--- src/rtl/crb_pkg.sv ---
package crb_pkg;

  typedef enum logic [1:0] {
    RK_DIRECT = 2'd0,
    RK_CYCLE  = 2'd1,
    RK_FIFO   = 2'd2
  } rd_kind_e;

  // modular add for ring indices
  function automatic int unsigned wrap_add(input int unsigned v,
                                           input int unsigned step,
                                           input int unsigned n);
    int unsigned s;
    s = v + step;
    return (s >= n) ? s - n : s;
  endfunction

endpackage

--- src/rtl/crb_store.sv ---
module crb_store #(
  parameter int DATA_W = 12,
  parameter int CH     = 6,
  parameter int IDX_W  = 3
) (
  input  logic              clk,
  input  logic              rst_n,
  input  logic              clr_all,
  input  logic              wa_en,
  input  logic [IDX_W-1:0]  wa_idx,
  input  logic [IDX_W-1:0]  wa_tag,
  input  logic [DATA_W-1:0] wa_data,
  input  logic              wb_en,
  input  logic [IDX_W-1:0]  wb_idx,
  input  logic [IDX_W-1:0]  wb_tag,
  input  logic [DATA_W-1:0] wb_data,
  input  logic              rc_en,
  input  logic [IDX_W-1:0]  rc_idx,
  output logic [DATA_W-1:0] data_q [CH],
  output logic [IDX_W-1:0]  tag_q  [CH],
  output logic              vld_q  [CH]
);

  for (genvar i = 0; i < CH; i++) begin : g_ent
    logic              hit_a, hit_b, ld;
    logic              v_n, v_q;
    logic [DATA_W-1:0] d_n, d_q;
    logic [IDX_W-1:0]  t_n, t_q;

    always_comb begin
      hit_a = wa_en && (wa_idx == IDX_W'(i));
      hit_b = wb_en && (wb_idx == IDX_W'(i));
      ld    = hit_a || hit_b;
      v_n   = v_q;
      d_n   = d_q;
      t_n   = t_q;
      if (clr_all || (rc_en && (rc_idx == IDX_W'(i)))) v_n = 1'b0;
      if (hit_a) begin
        v_n = 1'b1;
        d_n = wa_data;
        t_n = wa_tag;
      end
      if (hit_b) begin
        v_n = 1'b1;
        d_n = wb_data;
        t_n = wb_tag;
      end
    end

    always_ff @(posedge clk or negedge rst_n) begin
      if (!rst_n) begin
        v_q <= 1'b0;
        d_q <= '0;
        t_q <= '0;
      end else begin
        v_q <= v_n;
        if (ld) begin
          d_q <= d_n;
          t_q <= t_n;
        end
      end
    end

    assign vld_q[i]  = v_q;
    assign data_q[i] = d_q;
    assign tag_q[i]  = t_q;
  end

endmodule

--- src/rtl/crb_fifo_ptr.sv ---
module crb_fifo_ptr #(
  parameter int CH    = 6,
  parameter int IDX_W = 3,
  parameter int CNT_W = 3
) (
  input  logic             clk,
  input  logic             rst_n,
  input  logic             flush,
  input  logic             push,
  input  logic             pop,
  output logic [IDX_W-1:0] head,
  output logic [IDX_W-1:0] tail0,
  output logic [IDX_W-1:0] tail1,
  output logic [CNT_W-1:0] count,
  output logic             accept,
  output logic             empty,
  output logic             ovf
);
  import crb_pkg::*;

  logic [IDX_W-1:0] head_q, head_n, tail_q, tail_n;
  logic [CNT_W-1:0] cnt_q, cnt_n;
  logic             ovf_q, ovf_n, pop_ok, upd;

  always_comb begin
    empty  = (cnt_q == '0);
    pop_ok = pop && !empty;
    accept = push && ((32'(cnt_q) + 2) <= CH);
    head_n = pop_ok ? IDX_W'(wrap_add(32'(head_q), 1, CH)) : head_q;
    tail_n = accept ? IDX_W'(wrap_add(32'(tail_q), 2, CH)) : tail_q;
    cnt_n  = cnt_q + (accept ? CNT_W'(2) : '0) - (pop_ok ? CNT_W'(1) : '0);
    if (flush) begin
      head_n = '0;
      tail_n = '0;
      cnt_n  = '0;
    end
    ovf_n  = ovf_q || (push && !accept);
    upd    = flush || accept || pop_ok;
  end

  always_ff @(posedge clk or negedge rst_n) begin
    if (!rst_n) begin
      head_q <= '0;
      tail_q <= '0;
      cnt_q  <= '0;
      ovf_q  <= 1'b0;
    end else begin
      if (upd) begin
        head_q <= head_n;
        tail_q <= tail_n;
        cnt_q  <= cnt_n;
      end
      ovf_q <= ovf_n;
    end
  end

  assign head  = head_q;
  assign tail0 = tail_q;
  assign tail1 = IDX_W'(wrap_add(32'(tail_q), 1, CH));
  assign count = cnt_q;
  assign ovf   = ovf_q;

endmodule

--- src/rtl/crb_cyc_ptr.sv ---
module crb_cyc_ptr #(
  parameter int CH    = 6,
  parameter int IDX_W = 3
) (
  input  logic             clk,
  input  logic             rst_n,
  input  logic             adv,
  output logic [IDX_W-1:0] ptr
);
  import crb_pkg::*;

  logic [IDX_W-1:0] ptr_q, ptr_n;

  always_comb begin
    ptr_n = IDX_W'(wrap_add(32'(ptr_q), 1, CH));
  end

  always_ff @(posedge clk or negedge rst_n) begin
    if (!rst_n) ptr_q <= '0;
    else if (adv) ptr_q <= ptr_n;
  end

  assign ptr = ptr_q;

endmodule

--- src/rtl/conv_result_buf.sv ---
module conv_result_buf #(
  parameter  int DATA_W = 12,
  parameter  int PAIRS  = 3,
  localparam int CH     = 2 * PAIRS,
  localparam int IDX_W  = $clog2(CH),
  localparam int PAIR_W = $clog2(PAIRS),
  localparam int MODE_W = $clog2(CH + 2),
  localparam int CNT_W  = $clog2(CH + 1),
  localparam int WORD_W = 1 + IDX_W + DATA_W
) (
  input  logic              clk,
  input  logic              rst_n,
  input  logic              wr_en,
  input  logic [PAIR_W-1:0] wr_pair,
  input  logic [DATA_W-1:0] wr_x0,
  input  logic [DATA_W-1:0] wr_x1,
  input  logic              rd_en,
  input  logic [MODE_W-1:0] rd_mode,
  output logic [WORD_W-1:0] rd_word,
  output logic              ovf
);
  import crb_pkg::*;

  localparam int CYC_CODE  = CH;
  localparam int FIFO_CODE = CH + 1;

  // reset: asserted at once, released on the clock
  logic [1:0] rs_q;
  logic       rst_int_n;
  always_ff @(posedge clk or negedge rst_n) begin
    if (!rst_n) rs_q <= 2'b00;
    else        rs_q <= {rs_q[0], 1'b1};
  end
  assign rst_int_n = rs_q[1];

  // write side
  logic             wr_ok, fifo_wr, chan_wr, layout_q, layout_n, clr_all;
  logic [IDX_W-1:0] base_ch;
  logic             wa_en, wb_en;
  logic [IDX_W-1:0] wa_idx, wb_idx;

  // queue pointers and step pointer
  logic [IDX_W-1:0] f_head, f_tail0, f_tail1, cyc_ptr;
  logic [CNT_W-1:0] f_cnt;
  logic             f_accept, f_empty, f_ovf, f_pop, cyc_adv;

  // storage view
  logic [DATA_W-1:0] data_q [CH];
  logic [IDX_W-1:0]  tag_q  [CH];
  logic              vld_q  [CH];

  // read side
  rd_kind_e          kind;
  logic [IDX_W-1:0]  sel;
  logic              rd_hit;
  logic [WORD_W-1:0] word_n, word_q;

  always_comb begin
    wr_ok    = wr_en && (32'(wr_pair) < PAIRS);
    fifo_wr  = wr_ok && (32'(rd_mode) == FIFO_CODE);
    chan_wr  = wr_ok && !(32'(rd_mode) == FIFO_CODE);
    base_ch  = IDX_W'({wr_pair, 1'b0});
    clr_all  = (fifo_wr && !layout_q) || (chan_wr && layout_q);
    layout_n = layout_q;
    if (fifo_wr) layout_n = 1'b1;
    if (chan_wr) layout_n = 1'b0;
    wa_en    = chan_wr || (fifo_wr && f_accept);
    wb_en    = wa_en;
    wa_idx   = chan_wr ? base_ch : f_tail0;
    wb_idx   = chan_wr ? (base_ch | IDX_W'(1)) : f_tail1;
  end

  always_comb begin
    if (32'(rd_mode) < CH)             kind = RK_DIRECT;
    else if (32'(rd_mode) == CYC_CODE) kind = RK_CYCLE;
    else                               kind = RK_FIFO;
    case (kind)
      RK_DIRECT: sel = IDX_W'(rd_mode);
      RK_CYCLE:  sel = cyc_ptr;
      default:   sel = f_head;
    endcase
    rd_hit  = rd_en && !((kind == RK_FIFO) && f_empty);
    word_n  = rd_hit ? {vld_q[sel], tag_q[sel], data_q[sel]} : '0;
    f_pop   = rd_en && (kind == RK_FIFO);
    cyc_adv = rd_en && (kind == RK_CYCLE);
  end

  always_ff @(posedge clk or negedge rst_int_n) begin
    if (!rst_int_n) begin
      word_q   <= '0;
      layout_q <= 1'b0;
    end else begin
      if (rd_en) word_q <= word_n;
      if (wr_ok) layout_q <= layout_n;
    end
  end

  crb_store #(
    .DATA_W (DATA_W),
    .CH     (CH),
    .IDX_W  (IDX_W)
  ) u_store (
    .clk     (clk),
    .rst_n   (rst_int_n),
    .clr_all (clr_all),
    .wa_en   (wa_en),
    .wa_idx  (wa_idx),
    .wa_tag  (base_ch),
    .wa_data (wr_x0),
    .wb_en   (wb_en),
    .wb_idx  (wb_idx),
    .wb_tag  (base_ch | IDX_W'(1)),
    .wb_data (wr_x1),
    .rc_en   (rd_hit),
    .rc_idx  (sel),
    .data_q  (data_q),
    .tag_q   (tag_q),
    .vld_q   (vld_q)
  );

  crb_fifo_ptr #(
    .CH    (CH),
    .IDX_W (IDX_W),
    .CNT_W (CNT_W)
  ) u_fifo (
    .clk    (clk),
    .rst_n  (rst_int_n),
    .flush  (chan_wr),
    .push   (fifo_wr),
    .pop    (f_pop),
    .head   (f_head),
    .tail0  (f_tail0),
    .tail1  (f_tail1),
    .count  (f_cnt),
    .accept (f_accept),
    .empty  (f_empty),
    .ovf    (f_ovf)
  );

  crb_cyc_ptr #(
    .CH    (CH),
    .IDX_W (IDX_W)
  ) u_cyc (
    .clk   (clk),
    .rst_n (rst_int_n),
    .adv   (cyc_adv),
    .ptr   (cyc_ptr)
  );

  assign rd_word = word_q;
  assign ovf     = f_ovf;

endmodule

--- config.mk ---
export PLATFORM = sky130hd
export DESIGN_NAME = conv_result_buf
export DESIGN_NICKNAME = d
export VERILOG_FILES = /design/src/rtl/crb_pkg.sv /design/src/rtl/crb_store.sv /design/src/rtl/crb_fifo_ptr.sv /design/src/rtl/crb_cyc_ptr.sv /design/src/rtl/conv_result_buf.sv
export SDC_FILE = /design/constraint.sdc
export NUM_CORES = 1
export LEC_CHECK = 0
export ABC_AREA = 1
export BUFFER_PORTS_ARGS = -buffer_cell sky130_fd_sc_hd__buf_2
export CORE_MARGIN = 3
export CORE_UTILIZATION = 53
export DETAILED_ROUTE_END_ITERATION = 12
export GPL_TIMING_DRIVEN = 0
export PLACE_DENSITY = 0.83
export SYNTH_ARGS = -nofsm -noshare
export SYNTH_HDL_FRONTEND = slang
export SYNTH_SLANG_ARGS = --single-unit
--- constraint.sdc ---
create_clock -name clk -period 7.7 [get_ports clk]
set_input_delay 0.77 -clock clk [delete_from_list [all_inputs] [get_ports clk]]
set_output_delay 0.77 -clock clk [all_outputs]
set_load 0.05 [all_outputs]
# ---- After elaboration in Yosys (flattened, before gate mapping)
# Index checks and enable logic that the tools add are counted.
dict set report word_totals {
  reg_bits 128
  in_bits 33
  out_inout_bits 17
  word_cells 217
}
dict set report op_classes {
  n_addsub 11
  magnitude_cmp 8
  eq_ne 19
  muxes 70
  n_bitwise 1
  n_reduce_logical 82
}
# operator n
set op_table {}
lappend op_table {{$mux W12} 14}
lappend op_table {{$mux W3} 25}
lappend op_table {{$bmux W12 S3} 1}
lappend op_table {{$le A32 B3 Y1 const B} 1}
lappend op_table {{$logic_and A1 B1 Y1} 31}
lappend op_table {{$eq A3 B3 Y1 const B} 8}
lappend op_table {{$mux W1} 23}
lappend op_table {{$eq A3 B2 Y1 const B} 6}
lappend op_table {{$reduce_and A2 Y1} 9}
lappend op_table {{$reduce_bool A2 Y1} 9}
lappend op_table {{$reduce_bool A3 Y1} 6}
lappend op_table {{$logic_or A1 B1 Y1} 17}
lappend op_table {{$ge A4 B3 Y1 const B} 4}
lappend op_table {{$mux W16} 1}
lappend op_table {{$add A3 B1 Y4 const B} 3}
lappend op_table {{$logic_not A3 Y1} 4}
lappend op_table {{$sub A3 B3 Y3 const B} 4}
lappend op_table {{$bmux W3 S3} 1}
lappend op_table {{$eq A3 B1 Y1 const B} 3}
lappend op_table {{$add A3 B2 Y4 const B} 2}
lappend op_table {{$mux W2} 3}
lappend op_table {{$pmux W3 S2} 1}
lappend op_table {{$logic_not A1 Y1} 5}
lappend op_table {{$ge A4 B4 Y1 const B} 1}
lappend op_table {{other kinds (9)} 9}

# ---- Depth between registers and ports, before layout
dict set report logic_depth {
  word_depth 12
  mapped_depth 12
  mapped_depth_nobuf 11
}

# ---- Cells and area by module
# A second synthesis with hierarchy kept.
dict set report unflattened {
  cells_unflattened 1177
  hier_area_um2 7931.4
}
# mod n_inst cells_per_inst area_each_um2 seq_area_each_um2
set modules_own_cells {}
lappend modules_own_cells {crb_store 1 680 4962.3 2402.3}
lappend modules_own_cells {conv_result_buf 1 368 1978.1 475.5}
lappend modules_own_cells {crb_fifo_ptr 1 100 782.0 225.2}
lappend modules_own_cells {crb_cyc_ptr 1 29 209.0 75.1}

# ---- Least setup slack after synthesis
# Ideal clock, no wire load.
dict set report synth_path {
  path_type {in2reg}
  startpoint {input port wr_pair[1]}
  endpoint {register u_fifo.cnt_q[2] (netlist: u_fifo.count[2])}
  setup_time_ps 126
  arrival_time_ps 1978
  required_ps 7574
  setup_slack_ps 5597
  stages 11
  n_path_buf 0
  path_cell_list {nand2_1 > nand2_1 > nor2_2 > nand2_1 > ha_1 > inv_1 > ha_1 > o21ai_0 > a21oi_1 > nand2_1 > o21ai_0}
}
dict set report synth_between {
  elab_chain_len 8
  word_cells_on_any_way 11
  classes_between {add/sub: 2; order compare: 1; mux: 2; reduce/logical: 6}
}
# item line_no
set synth_rtl {}
lappend synth_rtl {{start: declaration} conv_result_buf.sv:14} ;# input logic [PAIR_W-1:0] wr_pair,
lappend synth_rtl {{$lt A2 B2 Y1 (*)} conv_result_buf.sv:59} ;# wr_ok = wr_en && (32'(wr_pair) < PAIRS);
lappend synth_rtl {{$logic_and A1 B1 Y1 (*)} conv_result_buf.sv:59}
lappend synth_rtl {{$logic_and A1 B1 Y1} conv_result_buf.sv:60} ;# fifo_wr = wr_ok && (32'(rd_mode) == FIFO_CODE);
lappend synth_rtl {{$logic_and A1 B1 Y1} crb_fifo_ptr.sv:28} ;# accept = push && ((32'(cnt_q) + 2) <= CH);
lappend synth_rtl {{$mux W2} crb_fifo_ptr.sv:31} ;# cnt_n = cnt_q + (accept ? CNT_W'(2) : '0) - (pop_ok ? CNT_W'(1) : '0);
lappend synth_rtl {{$add A3 B3 Y3} crb_fifo_ptr.sv:31}
lappend synth_rtl {{$sub A3 B3 Y3} crb_fifo_ptr.sv:31}
lappend synth_rtl {{$mux W3} crb_fifo_ptr.sv:32} ;# if (flush) begin
lappend synth_rtl {{end signal: assignment} crb_fifo_ptr.sv:51} ;# cnt_q <= cnt_n;
lappend synth_rtl {{end: declaration} crb_fifo_ptr.sv:22} ;# logic [CNT_W-1:0] cnt_q, cnt_n;
# Every way passes the cells marked *; elsewhere a longest branch is shown, timed or not.
# A chain may end at the register's enable or synchronous reset.

# ---- Worst setup path after layout
dict set report layout_path {
  startpoint {register u_fifo.cnt_q[1] (netlist: u_fifo.count[1])}
  endpoint {register u_fifo.cnt_q[2] (netlist: u_fifo.count[2])}
}
dict set report layout_between {
  elab_chain_len 7
  word_cells_on_any_way 13
  classes_between {add/sub: 3; order compare: 1; mux: 3; reduce/logical: 6}
}
# item line_no
set layout_rtl {}
lappend layout_rtl {{$add A3 B2 Y4} crb_fifo_ptr.sv:28}
lappend layout_rtl {{$le A32 B3 Y1} crb_fifo_ptr.sv:28}
lappend layout_rtl {{$logic_and A1 B1 Y1} crb_fifo_ptr.sv:28}
lappend layout_rtl {{$mux W2} crb_fifo_ptr.sv:31}
lappend layout_rtl {{$add A3 B3 Y3} crb_fifo_ptr.sv:31}
lappend layout_rtl {{$sub A3 B3 Y3} crb_fifo_ptr.sv:31}
lappend layout_rtl {{$mux W3} crb_fifo_ptr.sv:32}
# Parallel ways exist; a longest one is shown, timed or not.

==> impl_summary.log <==
[metrics] TritonCTS clock tree: built
[metrics] slew margin rel.: 0.346
[metrics] setup repair after global routing missed its margin: false
[metrics] sink count of the clock tree: 127
[metrics] multiplexer area fraction after synthesis: 0
[metrics] Clock Latency Late Sink: 0.43 ns
[metrics] total global-route track usage: 0.263
[metrics] largest family of logic cells by synthesized area: simple AND/OR/NAND/NOR gates
[metrics] fraction of registers with async set/reset: 1.00
[metrics] clock buffers created by TritonCTS: 17
[metrics] most frequent cell after synthesis: nand2_1
[metrics] status: finished clean
[metrics] global-route wire length before repair: 27,200 µm
[metrics] ANT nets after route: 0
[metrics] yosys synthesis warning count: 0
[metrics] final core utilization: 0.642
[metrics] required time of the worst setup path: 7.99 ns
[metrics] Post-CTS Setup Repair Bufs: 0
[metrics] area grow syn2layout: 15.9%
[metrics] leak pwr: 4.04 nW
[metrics] Power Density: 358 mW/mm²
[metrics] fin cells: 1,066
[metrics] initial antenna violation count: 0
[metrics] row cnt: 39
[metrics] HPWL reported at the end of detailed placement: 11,600 µm
[metrics] largest fanout on the critical path: 5
[metrics] count of mapped cells out of synthesis: 841
[metrics] post-synth net total: 888
[metrics] flip-flop and latch count after synthesis: 127
[metrics] Final Critical Period: 2.19 ns
[metrics] count of cells along the worst register-to-register path: 11
[metrics] number of buffers inserted by hold repair at cts: 0
[metrics] area fraction in and, or, nand and nor cells after synthesis: 0.288
[metrics] buffer depth of the longest clock path: 2
[metrics] post-route fraction of the period consumed by the critical path: 0.285
[metrics] count of placed standard cells including taps: 1,034
[metrics] maxcap violations: 0
[metrics] clock slew at the register clock pins of the worst setup and hold paths: 0.05 ns
[metrics] total iterations of the first detailed-routing run: 6
[metrics] Synth top cells by count: 354 x nand2_1, 127 x dfrtp_1, 83 x inv_1, 61 x o21ai_1, 37 x o21ai_0
[metrics] starting density of the core: 0.554
[metrics] maximum number of pins on one net before global-route repair: 66
[metrics] number of synthesized flops with an enable pin: 0
[metrics] detailed router's first-iteration violation count: 462
[metrics] GRT overflow: 0
[metrics] share of the synthesized area in compound gates (AO/OA/AOI/OAI): 0.105
[metrics] buffer type at the clock tree root: clkbuf_16
[metrics] Worst Max-Slew Pin Slew: 0.971 ns
[metrics] synth unique cells: 29
[metrics] total number of nets in the final design: 957
[metrics] count of pins over their slew limit: 0
[metrics] source of the worst register-to-register timing path: u_fifo.count[1]
[metrics] setup TNS after final layout: 0 ns
[metrics] via count of the first global-routing pass: 5,274
[metrics] area of the mapped netlist: 0.00643 mm²
[metrics] Setup crit start kind: flop
[metrics] sequential element share of the synthesized area: 0.494
[metrics] number of diodes added for antenna fixing: 0
[metrics] adder-cell area share of the yosys netlist: 0.0272
[metrics] number of vias after detailed routing: 5,700
[metrics] maximum level of the CTS H-tree: 4
[metrics] post-synthesis xor/xnor area fraction: 0.00545
[metrics] DR DRC count: 0
[metrics] Clock Skews: 0.00960 ns
[metrics] VDD IR max: 211 µV
[metrics] die outline height: 116 µm
[metrics] number of port buffers: 49
[metrics] number of I/O pins: 50
[metrics] gpl congestion: 0.926
[metrics] biggest area contributors in the synthesized netlist: dfrtp_1 49%, nand2_1 21%, inv_1 4.8%
[metrics] count of endpoints failing hold in the final timing report: 0
[metrics] arrival time of the worst setup path: 2.48 ns
[metrics] final WL: 16,400 µm
[metrics] library cell with the largest summed area after synthesis: dfrtp_1
[metrics] total die area: 0.0135 mm²
[metrics] worst reg2reg setup slack: 5.51 ns
[metrics] post-DR vias/cell: 5.35
[metrics] die boundary width: 116 µm
[metrics] cts repair resizes: 0
[metrics] CP Capture Type: flop
[metrics] Max Clk Rate: 456 MHz
[metrics] Routed wire per std cell: 15.4 µm
[metrics] endpoint of the worst-slack reg-to-reg timing path: u_fifo.count[2]
[metrics] most frequently used flop master after synthesis: dfrtp_1
[metrics] hold crit path type: primary input to async pin
[metrics] Mapped Avg Cell Area: 7.65 µm²
[metrics] Critical Setup Path Class: flop to flop
[metrics] share of post-route cells with drive strength above 1: 0.130
[metrics] Synth top area share: 0.494
[metrics] core region area: 0.0116 mm²
[metrics] final setup fails: 0
[state kept, by name, indices dropped and copies added, names as in the netlist]
signal and flops:
u_store.g_ent.v_q 6, u_store.g_ent.d_q 72, u_cyc.ptr 3, u_fifo.tail0 2
u_store.g_ent.t_q 18, rd_word 16, u_fifo.ovf 1, rs_q 2
layout_q 1, u_fifo.count 3, u_fifo.head 3
[power breakdown]
group	internal (mW)	switching [mW]	total (mW)
logic	0.290	0.521	0.811
clock network	0.480	0.292	0.772
registers	0.908	0.177	1.09
[how the worst max path moves through the flow]
stage / from / endpoint / cells after the start
after detailed placement: rd_mode[2] / u_fifo.count[2] / 11
after floorplan: rs_q[1] / layout_q / 0
after global placement: rs_q[1] / u_store.g_ent[1].d_q[4] / 0
after global routing: u_fifo.count[1] / u_fifo.count[2] / 11
after CTS: u_fifo.count[1] / u_fifo.count[2] / 11
final: u_fifo.count[1] / u_fifo.count[2] / 11
[layout make-up]
class | instances | area, µm²
Clock buffer | 20 | 447
Multi-Input combinational cell | 589 | 2740
Timing Repair Buffer | 50 | 273
Sequential cell | 127 | 3180
Clock inverter | 12 | 119
Inverter | 85 | 319
Tap cell | 143 | 179
Fill cell | 991 | 4160
Buffer | 40 | 191
[per-layer routing]
metal	wire, µm	vias up	global-route usage
li1	-	2776	-
met1	7440	2663	0.375
met2	7420	237	0.398
met3	1250	24	0.0668
met4	283	0	0.0858
met5	0	-	0
[cells in the final DEF, fill, tap and decap left out]
cell / instances
nand2_1: 354
conb_1: 1
o22ai_1: 2
a211oi_1: 1
nor2_4: 1
inv_2: 2
dfrtp_1: 126
buf_2: 70
clkbuf_1: 17
bufinv_16: 2
o21bai_1: 1
clkbuf_8: 1
o21ai_2: 6
nand2_2: 3
clkinv_2: 7
xnor2_1: 1
nand3b_1: 30
a22oi_1: 1
inv_1: 83
a21oi_1: 18
xor2_1: 3
clkinv_4: 1
o21ai_1: 61
nor2_2: 2
buf_16: 1
clkinvlp_4: 2
o21ai_0: 37
dfrtp_4: 1
nand3_1: 36
a21boi_0: 1
nor2_1: 14
ha_1: 14
clkbuf_16: 17
buf_6: 2
buf_1: 2
nand4_2: 1
nand3_2: 1
[worst max-delay path, stage by stage, from the launching register on]
cell     delay (ns)
dfrtp_1        0.37
inv_1          0.14
ha_1           0.25
o22ai_1        0.24
nand2_1        0.17
ha_1           0.31
inv_1          0.04
ha_1           0.19
o21ai_0        0.16
a21oi_1        0.05
nand2_1        0.05
o21ai_0        0.09
[logic make-up after synthesis]
| group | after synthesis |
|---|---|
| buffers and inverters | 125 |
| adders and majority gates | 14 |
| DFF | 127 |
| AOI/OAI and AO/OA | 128 |
| and+or+nand+nor | 442 |
| xor gates and xnor gates | 4 |
| other | 1 |
[metrics by stage]
step                power, mW  instance area, µm²  worst slack, ns  hold slack [ns]
finish                   2.67                7450             5.51            0.128
global route             2.84                7450             5.32            0.117
CTS                      2.66                7450             5.51            0.123
detailed placement       1.87                6890             5.26            0.359
global placement         1.83                6850             2.63            0.335
floorplan                1.65                6430             3.90            0.331
Power figures use the tool's default switching activity.
